$ cat src/rtl/wdqs_center_cal.sv
module wdqs_center_cal #(
  parameter int TW   = 6,
  parameter int SW   = 4,
  parameter int BASE = 28,
  parameter int SPAN = 6
) (
  input  logic          clk,
  input  logic          rst_n,
  input  logic          start,
  input  logic [2:0]    init_sel,
  input  logic [SW-1:0] settle_cycles,
  output logic          lim_req,
  input  logic          lim_done,
  input  logic [TW-1:0] lim_left,
  input  logic [TW-1:0] lim_right,
  input  logic [1:0]    sample_class,
  output logic [TW-1:0] tap,
  output logic          done,
  output logic [3:0]    edge_found,
  output logic [TW-1:0] rise_lo_tap,
  output logic [TW-1:0] rise_hi_tap,
  output logic [TW-1:0] fall_lo_tap,
  output logic [TW-1:0] fall_hi_tap
);
  localparam logic [TW-1:0] TMAX = {TW{1'b1}};
  localparam logic [1:0] C_RISE = 2'b01;
  localparam logic [1:0] C_FALL = 2'b10;

  typedef enum logic [2:0] {S_IDLE, S_LIM, S_SETTLE, S_DOWN, S_UP, S_CENTER} st_t;
  typedef enum logic [1:0] {P_REF, P_DN, P_UP} ph_t;

  st_t           st;
  ph_t           ph;
  logic [SW-1:0] cnt;
  logic [TW-1:0] init_q, lo_lim, hi_lim;
  logic [1:0]    ref_c, prev_c;
  logic [TW-1:0] etap [4];

  logic [TW-1:0] init_tap;
  assign init_tap = (init_sel > 3'(SPAN)) ? TW'(BASE + SPAN) : TW'(BASE) + TW'(init_sel);

  logic [1:0] cur;
  assign cur = (sample_class == 2'b11) ? 2'b00 : sample_class;

  logic [1:0]    a_c, b_c;
  logic [TW-1:0] lo_t;
  logic [3:0]    wr;
  logic          hit;
  always_comb begin
    if (ph == P_UP) begin
      lo_t = tap - 1'b1;
      a_c  = prev_c;
      b_c  = cur;
    end else begin
      lo_t = tap;
      a_c  = cur;
      b_c  = prev_c;
    end
    wr[0] = (b_c == C_RISE) && (a_c != C_RISE);
    wr[1] = (a_c == C_RISE) && (b_c != C_RISE);
    wr[2] = (b_c == C_FALL) && (a_c != C_FALL);
    wr[3] = (a_c == C_FALL) && (b_c != C_FALL);
    hit   = |wr;
  end

  logic          sel_rise;
  logic [TW-1:0] win_lo, win_hi, final_tap;
  logic [TW:0]   win_sum;
  assign sel_rise  = edge_found[0] | edge_found[1];
  assign win_lo    = sel_rise ? etap[0] : etap[2];
  assign win_hi    = sel_rise ? (edge_found[1] ? etap[1] : TMAX)
                              : (edge_found[3] ? etap[3] : TMAX);
  assign win_sum   = {1'b0, win_lo} + {1'b0, win_hi};
  assign final_tap = (|edge_found) ? win_sum[TW:1] : init_q;

  always_ff @(posedge clk or negedge rst_n) begin
    if (!rst_n) begin
      st         <= S_IDLE;
      ph         <= P_REF;
      cnt        <= '0;
      tap        <= '0;
      init_q     <= '0;
      lo_lim     <= '0;
      hi_lim     <= '0;
      ref_c      <= '0;
      prev_c     <= '0;
      lim_req    <= 1'b0;
      done       <= 1'b0;
      edge_found <= '0;
      for (int k = 0; k < 4; k++) etap[k] <= '0;
    end else begin
      done <= 1'b0;
      case (st)
        S_IDLE: if (start) begin
          tap        <= init_tap;
          init_q     <= init_tap;
          edge_found <= '0;
          for (int k = 0; k < 4; k++) etap[k] <= '0;
          lim_req    <= 1'b1;
          st         <= S_LIM;
        end
        S_LIM: if (lim_done) begin
          lim_req <= 1'b0;
          lo_lim  <= lim_left;
          hi_lim  <= lim_right;
          cnt     <= settle_cycles;
          ph      <= P_REF;
          st      <= S_SETTLE;
        end
        S_SETTLE: begin
          if (cnt != '0) begin
            cnt <= cnt - 1'b1;
          end else if (ph == P_REF) begin
            ref_c  <= cur;
            prev_c <= cur;
            st     <= S_DOWN;
          end else begin
            for (int k = 0; k < 4; k++)
              if (wr[k]) begin
                edge_found[k] <= 1'b1;
                etap[k]       <= ((k % 2) == 0) ? lo_t + 1'b1 : lo_t;
              end
            prev_c <= cur;
            if (ph == P_DN) begin
              if (hit) begin
                tap    <= init_q;
                prev_c <= ref_c;
                st     <= S_UP;
              end else begin
                st <= S_DOWN;
              end
            end else begin
              st <= hit ? S_CENTER : S_UP;
            end
          end
        end
        S_DOWN: begin
          if (tap <= lo_lim || tap == '0) begin
            tap    <= init_q;
            prev_c <= ref_c;
            st     <= S_UP;
          end else begin
            tap <= tap - 1'b1;
            cnt <= settle_cycles;
            ph  <= P_DN;
            st  <= S_SETTLE;
          end
        end
        S_UP: begin
          if (tap >= hi_lim || tap == TMAX) begin
            st <= S_CENTER;
          end else begin
            tap <= tap + 1'b1;
            cnt <= settle_cycles;
            ph  <= P_UP;
            st  <= S_SETTLE;
          end
        end
        S_CENTER: begin
          tap  <= final_tap;
          done <= 1'b1;
          st   <= S_IDLE;
        end
        default: st <= S_IDLE;
      endcase
    end
  end

  assign rise_lo_tap = etap[0];
  assign rise_hi_tap = etap[1];
  assign fall_lo_tap = etap[2];
  assign fall_hi_tap = etap[3];
endmodule

$ cat config.mk
export PLATFORM = sky130hd
export DESIGN_NAME = wdqs_center_cal
export DESIGN_NICKNAME = d
export VERILOG_FILES = /design/src/rtl/wdqs_center_cal.sv
export SDC_FILE = /design/constraint.sdc
export NUM_CORES = 1
export LEC_CHECK = 0
export BUFFER_PORTS_ARGS = -buffer_cell sky130_fd_sc_hd__buf_2
export CORE_MARGIN = 1.5
export CORE_UTILIZATION = 45
export DETAILED_ROUTE_END_ITERATION = 16
export GPL_ROUTABILITY_DRIVEN = 0
export PLACE_DENSITY = 0.69
export SKIP_LAST_GASP = 1
export SLEW_MARGIN = 10
export SYNTH_ARGS = -nofsm -noshare
export SYNTH_HDL_FRONTEND = slang
export SYNTH_SLANG_ARGS = --single-unit
$ cat constraint.sdc
create_clock -name clk -period 4 [get_ports clk]
set_clock_uncertainty 0.15 [all_clocks]
set_input_delay 0.2 -clock clk [delete_from_list [all_inputs] [get_ports clk]]
set_output_delay 0.2 -clock clk [all_outputs]
set_load 0.02 [all_outputs]
==> results of run 1 <==
==> state kept, by name, summed over array words and instances, names as in the netlist <==
name         count
fall_lo_tap      6
lim_req          1
fall_hi_tap      6
st               3
rise_hi_tap      6
lo_lim           6
cnt              4
done             1
edge_found       4
prev_c           2
rise_lo_tap      6
init_q           4
ref_c            2
hi_lim           6
tap              6
ph               2
==> power groups by stage <==
stage / logic [mW] / clock network (mW) / registers (mW)
final: 2.69 / 0.542 / 1.35
after floorplan: 1.96 / 0 / 1.32
after global placement: 2.57 / 0 / 1.34
after global routing: 2.99 / 0.579 / 1.40
after detailed placement: 2.63 / 0 / 1.35
after CTS: 2.67 / 0.553 / 1.34
==> per-layer routing <==
metal	vias up	GRT usage [%]	wire [um]
met5	-	0	0
met4	0	7.27	160
met3	23	4.31	603
met2	139	35.0	5120
met1	1851	30.6	5180
li1	1864	-	-
==> cells in the final DEF, fill, tap and decap left out, types with 4 or more instances in the layout <==
master	netlist	layout
dfrtp_1	65	65
buf_2	5	60
nand2_1	45	45
inv_1	39	39
o21ai_0	36	36
nor2_1	30	30
mux2_2	30	30
ha_1	27	27
a21oi_1	19	19
dlygate4sd3_1	0	16
nor3_1	11	11
clkbuf_8	0	10
xnor2_1	9	9
nand3_1	9	9
nand2b_1	8	8
nor2b_1	8	8
nor4_1	7	7
a211oi_1	6	6
a21boi_0	6	6
o21a_1	5	5
a22o_1	5	5
nor3b_1	5	5
o21ai_4	4	4
nand3b_1	4	4
a31oi_1	4	4
mux2i_1	4	4
and2_1	4	4
o211ai_1	4	4
buf_4	0	4
==> worst min path at each step <==
stage,cells after the start,slack [ns],end
floorplan,0,-0.25,cnt[0]
global placement,1,0.15,fall_lo_tap[2]
detailed placement,1,0.16,rise_lo_tap[4]
CTS,3,0.008,init_q[0]
global route,2,0.03,init_q[1]
finish,3,0.02,cnt[0]
==> critical path, delay by kind of cell, from the launching register on <==
kind	cells	cell delay (ns)
flip-flops	1	0.54
AND/OR/NAND/NOR	4	1.10
multiplexers	1	0.41
AO/OA/AOI/OAI	3	0.44
adder cells (fa/ha/maj)	1	0.36
==> final cells by class <==
class / count / area (sq um) / share of cell area (%)
clock buffers: 10 / 138 / 2.66
inverters: 40 / 150 / 2.90
repair buffers: 80 / 490 / 9.48
well taps: 133 / 166 / 3.21
flip-flops and latches: 65 / 1630 / 31.4
multi-input cells: 352 / 2560 / 49.5
clock inverters: 4 / 45.0 / 0.870
==> metrics by stage <==
step	worst slack, ns	instances	power, mW	hold slack, ns	util (%)
3_3_place_gp	1.03	654	3.90	0.146	50.1
5_1_grt	0.688	684	4.97	0.0278	53.7
3_5_place_dp	0.928	654	3.99	0.159	50.1
6_report	0.877	684	4.58	0.0164	53.7
2_1_floorplan	1.26	476	3.28	-0.246	-
4_1_cts	0.911	684	4.56	0.00775	53.7
==> what timing repair did <==
action	in CTS	in global routing
hold endpoints to repair	47	0
setup endpoints to repair	0	0
hold buffers	16	0
resized for setup	0	0
==> kinds of logic (layout without fill, tap and decap cells) <==
logic type               after synthesis  count (layout)
AND/OR/NAND/NOR                      153             153
flip-flops                            65              65
multiplexers                          34              34
XOR/XNOR                              10              10
buffers and inverters                 59             134
AO/OA/AOI/OAI                        127             127
adder cells (fa/ha/maj)               28              28
==> flow_summary.toml, run 1 <==
[clocking]
clockBufferDepth = 2
cts_buffers = 9
clk_root_buffer_cell = "clkbuf_8"
clk_latency_ns = 0.35
cts.sinks = 65
post_cts_buffers = 0
cts_htree_levels = 3
clk_pin_slew_ns = 0.07
cts_tree = "built"

[pwr]
seq_power_share_pct = 29.4
power_leakage_nw = 2.39
comb_power_share_pct = 58.7
vdd_drop_max_v = 0.000330
p_sw_share_pct = 48.5
pwr-share-clk_pct = 11.8
internal-power_mw = 2.36
cellPowerDensity_nw_per_um2 = 884
p_sw_mw = 2.22

[placed_design]
portBuffers = 60
placed_area_sq_um = 4830
dp_hpwl_um = 8170

[grt]
grt_max_degree = 34
grt_pass1_wl_um = 17900
gr-usage-all-layers_pct = 22.1
grt_pass1_vias = 3659
grt-ovfl-total = 0
antenna_found_initial = 0

[critical_path]
rrSetupSlack_ns = 0.88
r2r_cells = 9
path_class = "register to register"
start_kind = "register"
reg2reg_from = "edge_found[1]"
slowest_stage = "dfrtp_1"
worstSetupEndpointType = "register"
critPathCapture = "tap[4]"
reg2reg_to = "tap[4]"
cp.arrival_ns = 3.20
crit_fanout = 16
worstPathRequired_ns = 4.07
crit_path_start = "edge_found[1]"
crit_chain = "nor2_1 -> mux2_2 -> ha_1 -> and2_1 -> nand3_1 -> a41oi_1 -> or3_1 -> a32oi_1 -> o21ai_0"
max_stage_delay_ns = 0.54

[layout]
insertedDiodeCount = 0
synthToLayoutAreaGrowth_pct = 17.0
fillCellCount = 904
layout.nets = 601
finalInstanceArea_sq_um = 5180
drive_above_1_share_pct = 22.5

[sta]
hold_viol = 0
worst_pin_slew_ns = 0.788
fmaxAchievable_mhz = 320
period_minus_slack_ns = 3.12
maxSlewViolCount = 0
rsz0062_at_grt = "no"
setup_viol = 0
slew_headroom_pct = 46.6
fin_crit_sh_pct = 78.1
tns_ns = 0

[yosys]
synthSimpleGateAreaFrac_pct = 18.5
synth-seq-cells = 65
synth-compound-area-share_pct = 20.6
yosysWarningCount = 0
synth_cell_types = 73
synthTopCellsByCount = "65 x dfrtp_1, 45 x nand2_1, 39 x inv_1, 36 x o21ai_0"
synth_nets = 529
syn_area_sq_um = 4420
synth_flop_cell = "dfrtp_1"
synth_xor_area_share_pct = 1.98
syn_area_per_cell_sq_um = 9.29
synthMuxAreaShare_pct = 8.54
yosysMostFrequentCell = "dfrtp_1"
yosysSeqAreaShare_pct = 36.8
synth_top_family_by_area = "compound AO/OA/AOI/OAI gates"
yosysTopAreaCell = "dfrtp_1"
synthCells = 476
synth_area_leaders = "dfrtp_1 37%, ha_1 7.6%, mux2_2 7.6%"
synth_edf_count = 0
synthAdderAreaFrac_pct = 8.09
synthArstFlopShare_pct = 100
yosysTopAreaCellShare_pct = 36.8

[detailed_routing]
totalWireLength_um = 11100
firstDrtPassIters = 5
routedWlPerCell_um = 16.2
drc = 0
dr_total_vias = 3877
viasPerCell = 5.67
ant_nets = 0
dr.first_iter.drc_count = 230

[floorplan]
rows = 36
start_util_pct = 45.9
die_h_um = 102
coreArea_sq_um = 9640
dieArea_sq_um = 10400
die_x_um = 102
ios = 61

[worst_hold_path]
hold_class = "input port to register"
hp-start = "settle_cycles[0]"

[run_status]
status = "finished, final reports clean"

[job]
drv_cap = 0
Power figures use the tool's default switching activity.
==> run 2: changes to the inputs <==
==> constraint.sdc (replaced) <==
create_clock -name clk -period 3.1 [get_ports clk]
set_clock_uncertainty 0.15 [all_clocks]
set_input_delay 0.155 -clock clk [delete_from_list [all_inputs] [get_ports clk]]
set_output_delay 0.155 -clock clk [all_outputs]
set_load 0.02 [all_outputs]
==> flow_summary.toml, run 2 (synthesis gave the netlist of run 1 again) <==
[grt]
grt-ovfl-total = 0
antenna_found_initial = 0
grt_max_degree = 66
grt_pass1_wl_um = 18500
grt_pass1_vias = 3804
gr-usage-all-layers_pct = 23.0

[critical_path]
slowest_stage = "or4b_1"
reg2reg_from = "tap[0]"
worstSetupEndpointType = "register"
path_class = "register to register"
worst-path-buf-inv = 1
crit_fanout = 9
cp.arrival_ns = 2.96
crit_family = "simple AND/OR/NAND/NOR gates"
start_kind = "register"
crit_chain = "inv_1 -> ha_1 -> or4b_1 -> o22ai_1 -> o221ai_1 -> xnor2_1 -> nor2_1 -> mux2_2"
max_stage_delay_ns = 0.56
crit_path_start = "tap[0]"
worstPathRequired_ns = 3.19

[sta]
period_minus_slack_ns = 2.87
maxSlewViolCount = 0
whs_ns = 0.0687
worst_pin_slew_ns = 0.870
tns_ns = 0
fmaxAchievable_mhz = 349
rsz0062_at_grt = "no"
slew_headroom_pct = 42.0
setup_viol = 0
fin_ws_ns = 0.233
hold_viol = 0
fin_crit_sh_pct = 92.5

[layout]
fillCellCount = 935
drive_above_1_share_pct = 24.6
synthToLayoutAreaGrowth_pct = 21.8
final_cell_mix = "65 x dfrtp_1, 60 x buf_2, 45 x nand2_1"
fin_util_pct = 55.9
regArea_sq_um = 1630
fin_cells = 706
mostFrequentLayoutCell = "dfrtp_1"
finalInstanceArea_sq_um = 5390
insertedDiodeCount = 0
multiInputGateArea_sq_um = 2560
layout.nets = 621

[floorplan]
start_util_pct = 45.9
coreArea_sq_um = 9640
die_x_um = 102
die_h_um = 102
dieArea_sq_um = 10400
rows = 36
ios = 61

[worst_hold_path]
hp-start = "sample_class[0]"
hold_class = "input port to register"

[clocking]
postCtsHoldBufs = 19
clockBufferDepth = 2
clk_root_buffer_cell = "clkbuf_8"
clk_latency_ns = 0.36
cts_htree_levels = 3
cts.sinks = 65
post_cts_buffers = 0
cts_tree = "built"
cts_buffers = 9
clk_pin_slew_ns = 0.07
post_cts_resize_count = 0

[run_status]
status = "finished, final reports clean"

[detailed_routing]
totalWireLength_um = 11600
viasPerCell = 5.77
ant_nets = 0
routedWlPerCell_um = 16.4
dr_total_vias = 4077
drc = 0
dr.first_iter.drc_count = 192
firstDrtPassIters = 5

[pwr]
power_leakage_nw = 2.51
cellPowerDensity_nw_per_um2 = 1160
vdd_drop_max_v = 0.000452
power.total_mw = 6.27

[placed_design]
placed_cells = 671
portBuffers = 60
pre_cts_ws_ns = 0.275
dp_hpwl_um = 8470
placed_area_sq_um = 4960

[job]
drv_cap = 0
## run 2: path summary, 6_finish.rpt
| check | end | slack [ns] | depth (start not counted) |
|---|---|---|---|
| worst max register to register | rise_lo_tap[5] | 0.23 | 8 |
| min in group asynchronous | fall_lo_tap[2] | 0.36 | 3 |
| worst max-delay path | rise_lo_tap[5] | 0.23 | 8 |
| max in group asynchronous | tap[2] | 1.85 | 3 |
| worst min-delay path | prev_c[1] | 0.07 | 4 |
| worst min register to register | cnt[0] | 0.35 | 1 |
## run 2: cell type report
cell class              instances  share of cell area [%]
clock buffers                  11                    2.44
flip-flops and latches         65                    30.2
multi-input cells             352                    47.5
inverters                      40                    2.79
clock inverters                 5                    1.93
well taps                     133                    3.09
repair buffers                100                    12.0
## run 2: per-layer routing
layer / vias to the layer above / wire length, um / global-route usage (%)
li1: 1914 / - / -
met1: 1991 / 5390 / 30.9
met2: 143 / 5420 / 37.3
met3: 29 / 550 / 3.28
met4: 0 / 242 / 9.59
met5: - / 0 / 0
## run 2: worst register-to-register path, delay by kind of cell (launching register included)
kind	cells	cell delay, ns
and+or+nand+nor	2	0.62
DFF	1	0.53
adders and majority gates	1	0.40
AOI/OAI and AO/OA	2	0.40
muxes	1	0.27
buffers and inverters	1	0.22
xor gates and xnor gates	1	0.16
## run 2: where the power goes
group	internal (mW)	leakage, nW	switching [mW]
clock network	0.535	0.118	0.352
registers	1.23	0.829	0.362
logic	1.57	1.56	2.22
==> run 3: changes to the inputs <==
--- a/config.mk
+++ b/config.mk
@@ -5,12 +5,12 @@
 export SDC_FILE = /design/constraint.sdc
 export NUM_CORES = 1
 export LEC_CHECK = 0
-export BUFFER_PORTS_ARGS = -buffer_cell sky130_fd_sc_hd__buf_2
 export CORE_MARGIN = 1.5
 export CORE_UTILIZATION = 45
 export DETAILED_ROUTE_END_ITERATION = 16
+export DONT_BUFFER_PORTS = 1
 export GPL_ROUTABILITY_DRIVEN = 0
-export PLACE_DENSITY = 0.69
+export PLACE_DENSITY = 0.64
 export SKIP_LAST_GASP = 1
 export SLEW_MARGIN = 10
 export SYNTH_ARGS = -nofsm -noshare
==> constraint.sdc (replaced) <==
create_clock -name clk -period 3.2 [get_ports clk]
set_clock_uncertainty 0.15 [all_clocks]
set_input_delay 0.16 -clock clk [delete_from_list [all_inputs] [get_ports clk]]
set_output_delay 0.16 -clock clk [all_outputs]
set_load 0.02 [all_outputs]
==> flow_summary.toml, run 3 (synthesis gave the netlist of run 1 again) <==
[grt]
grt_pass1_vias = 3589
grt-ovfl-total = 0
grt_max_degree = 66
gr-usage-all-layers_pct = 21.9
antenna_found_initial = 0
grt_pass1_wl_um = 17800

[layout]
final_cell_mix = "65 x dfrtp_1, 45 x nand2_1, 39 x inv_1"
insertedDiodeCount = 0
regArea_sq_um = 1630
multiInputGateArea_sq_um = 2560
fin_cells = 647
drive_above_1_share_pct = 15.8
layout.nets = 562
fillCellCount = 910
mostFrequentLayoutCell = "dfrtp_1"
synthToLayoutAreaGrowth_pct = 15.9

[detailed_routing]
routedWlPerCell_um = 17.1
drc = 0
dr_total_vias = 3743
totalWireLength_um = 11100
dr.first_iter.drc_count = 272
viasPerCell = 5.79
ant_nets = 0
firstDrtPassIters = 5

[floorplan]
coreArea_sq_um = 9640
die_h_um = 102
ios = 61
start_util_pct = 45.9
dieArea_sq_um = 10400
die_x_um = 102
rows = 36

[clocking]
cts_htree_levels = 3
cts.sinks = 65
clk_latency_ns = 0.35
clockBufferDepth = 2
cts_tree = "built"
clk_root_buffer_cell = "clkbuf_8"
post_cts_resize_count = 0
cts_buffers = 9
clk_pin_slew_ns = 0.08

[critical_path]
worstPathRequired_ns = 3.27
r2r_cells = 10
reg2reg_from = "edge_found[0]"
rrSetupSlack_ns = 0.41
cp.arrival_ns = 2.86
crit_path_start = "edge_found[0]"
reg2reg_to = "tap[4]"
critPathCapture = "tap[4]"
path_class = "register to register"
crit_fanout = 7
worstSetupEndpointType = "register"
start_kind = "register"

[placed_design]
pre_cts_ws_ns = 0.442
portBuffers = 0
dp_hpwl_um = 8190
placed_cells = 609

[sta]
fin_crit_sh_pct = 87.1
slew_headroom_pct = 49.7
tns_ns = 0
worst_pin_slew_ns = 0.747
setup_viol = 0
maxSlewViolCount = 0
hold_viol = 0
rsz0062_at_grt = "no"
fmaxAchievable_mhz = 359
period_minus_slack_ns = 2.79
fin_ws_ns = 0.414

[job]
drv_cap = 0

[pwr]
power_leakage_nw = 2.24
vdd_drop_max_v = 0.000427
cellPowerDensity_nw_per_um2 = 1150

[worst_hold_path]
hp-start = "sample_class[0]"
hold_class = "input port to register"

[run_status]
status = "finished, final reports clean"
==> run 3: what timing repair did <==
| item | in CTS | in global routing |
|---|---|---|
| buffers inserted | 0 | 0 |
| hold buffers | 22 | 0 |
| endpoints found under the hold margin | 87 | 0 |
==> run 3: through the flow <==
stage	hold WS [ns]	utilization, %	cell area (sq um)	power (mW)
CTS	0.0206	53.2	5130	5.90
global placement	-0.284	48.2	4650	4.88
detailed placement	-0.284	48.2	4650	4.96
global route	0.0298	53.2	5130	6.39
floorplan	-0.286	-	4420	4.11
finish	0.0256	53.2	5130	5.88
==> run 3: power breakdown <==
| group | total [mW] | switching, mW | internal (mW) | leakage, nW |
|---|---|---|---|---|
| Sequential | 1.67 | 0.488 | 1.19 | 0.829 |
| Clock | 0.864 | 0.326 | 0.538 | 0.120 |
| Combinational | 3.34 | 1.94 | 1.40 | 1.30 |
| Total | 5.88 | 2.75 | 3.13 | 2.24 |
==> run 3: layout make-up <==
| cell class | instances | share of cell area, % |
|---|---|---|
| inverters | 40 | 2.93 |
| repair buffers | 41 | 7.42 |
| clock buffers | 11 | 2.76 |
| flip-flops and latches | 65 | 31.7 |
| clock inverters | 5 | 2.00 |
| well taps | 133 | 3.25 |
| multi-input cells | 352 | 49.9 |
==> run 3: metal layers <==
layer  wire, um  global-route usage (%)
met5          0                       0
met4        136                    6.64
met3        591                    4.38
met2       5140                    34.9
met1       5210                    30.1
==> run 3: worst min-delay path by stage <==
stage | to | slack (ns) | depth (start not counted)
5_1_grt | prev_c[1] | 0.03 | 3
3_3_place_gp | lo_lim[3] | -0.28 | 0
4_1_cts | prev_c[1] | 0.02 | 3
2_1_floorplan | cnt[0] | -0.29 | 0
3_5_place_dp | lo_lim[3] | -0.28 | 0
6_report | prev_c[1] | 0.03 | 3
==> run 3: critical path: stages, from the launching register on <==
cell     delay [ns]
dfrtp_1        0.50
nor2_1         0.14
buf_4          0.17
mux2_2         0.34
ha_1           0.35
and2_1         0.17
nand3_1        0.08
a41oi_1        0.13
or3_1          0.32
a32oi_1        0.19
o21ai_0        0.10
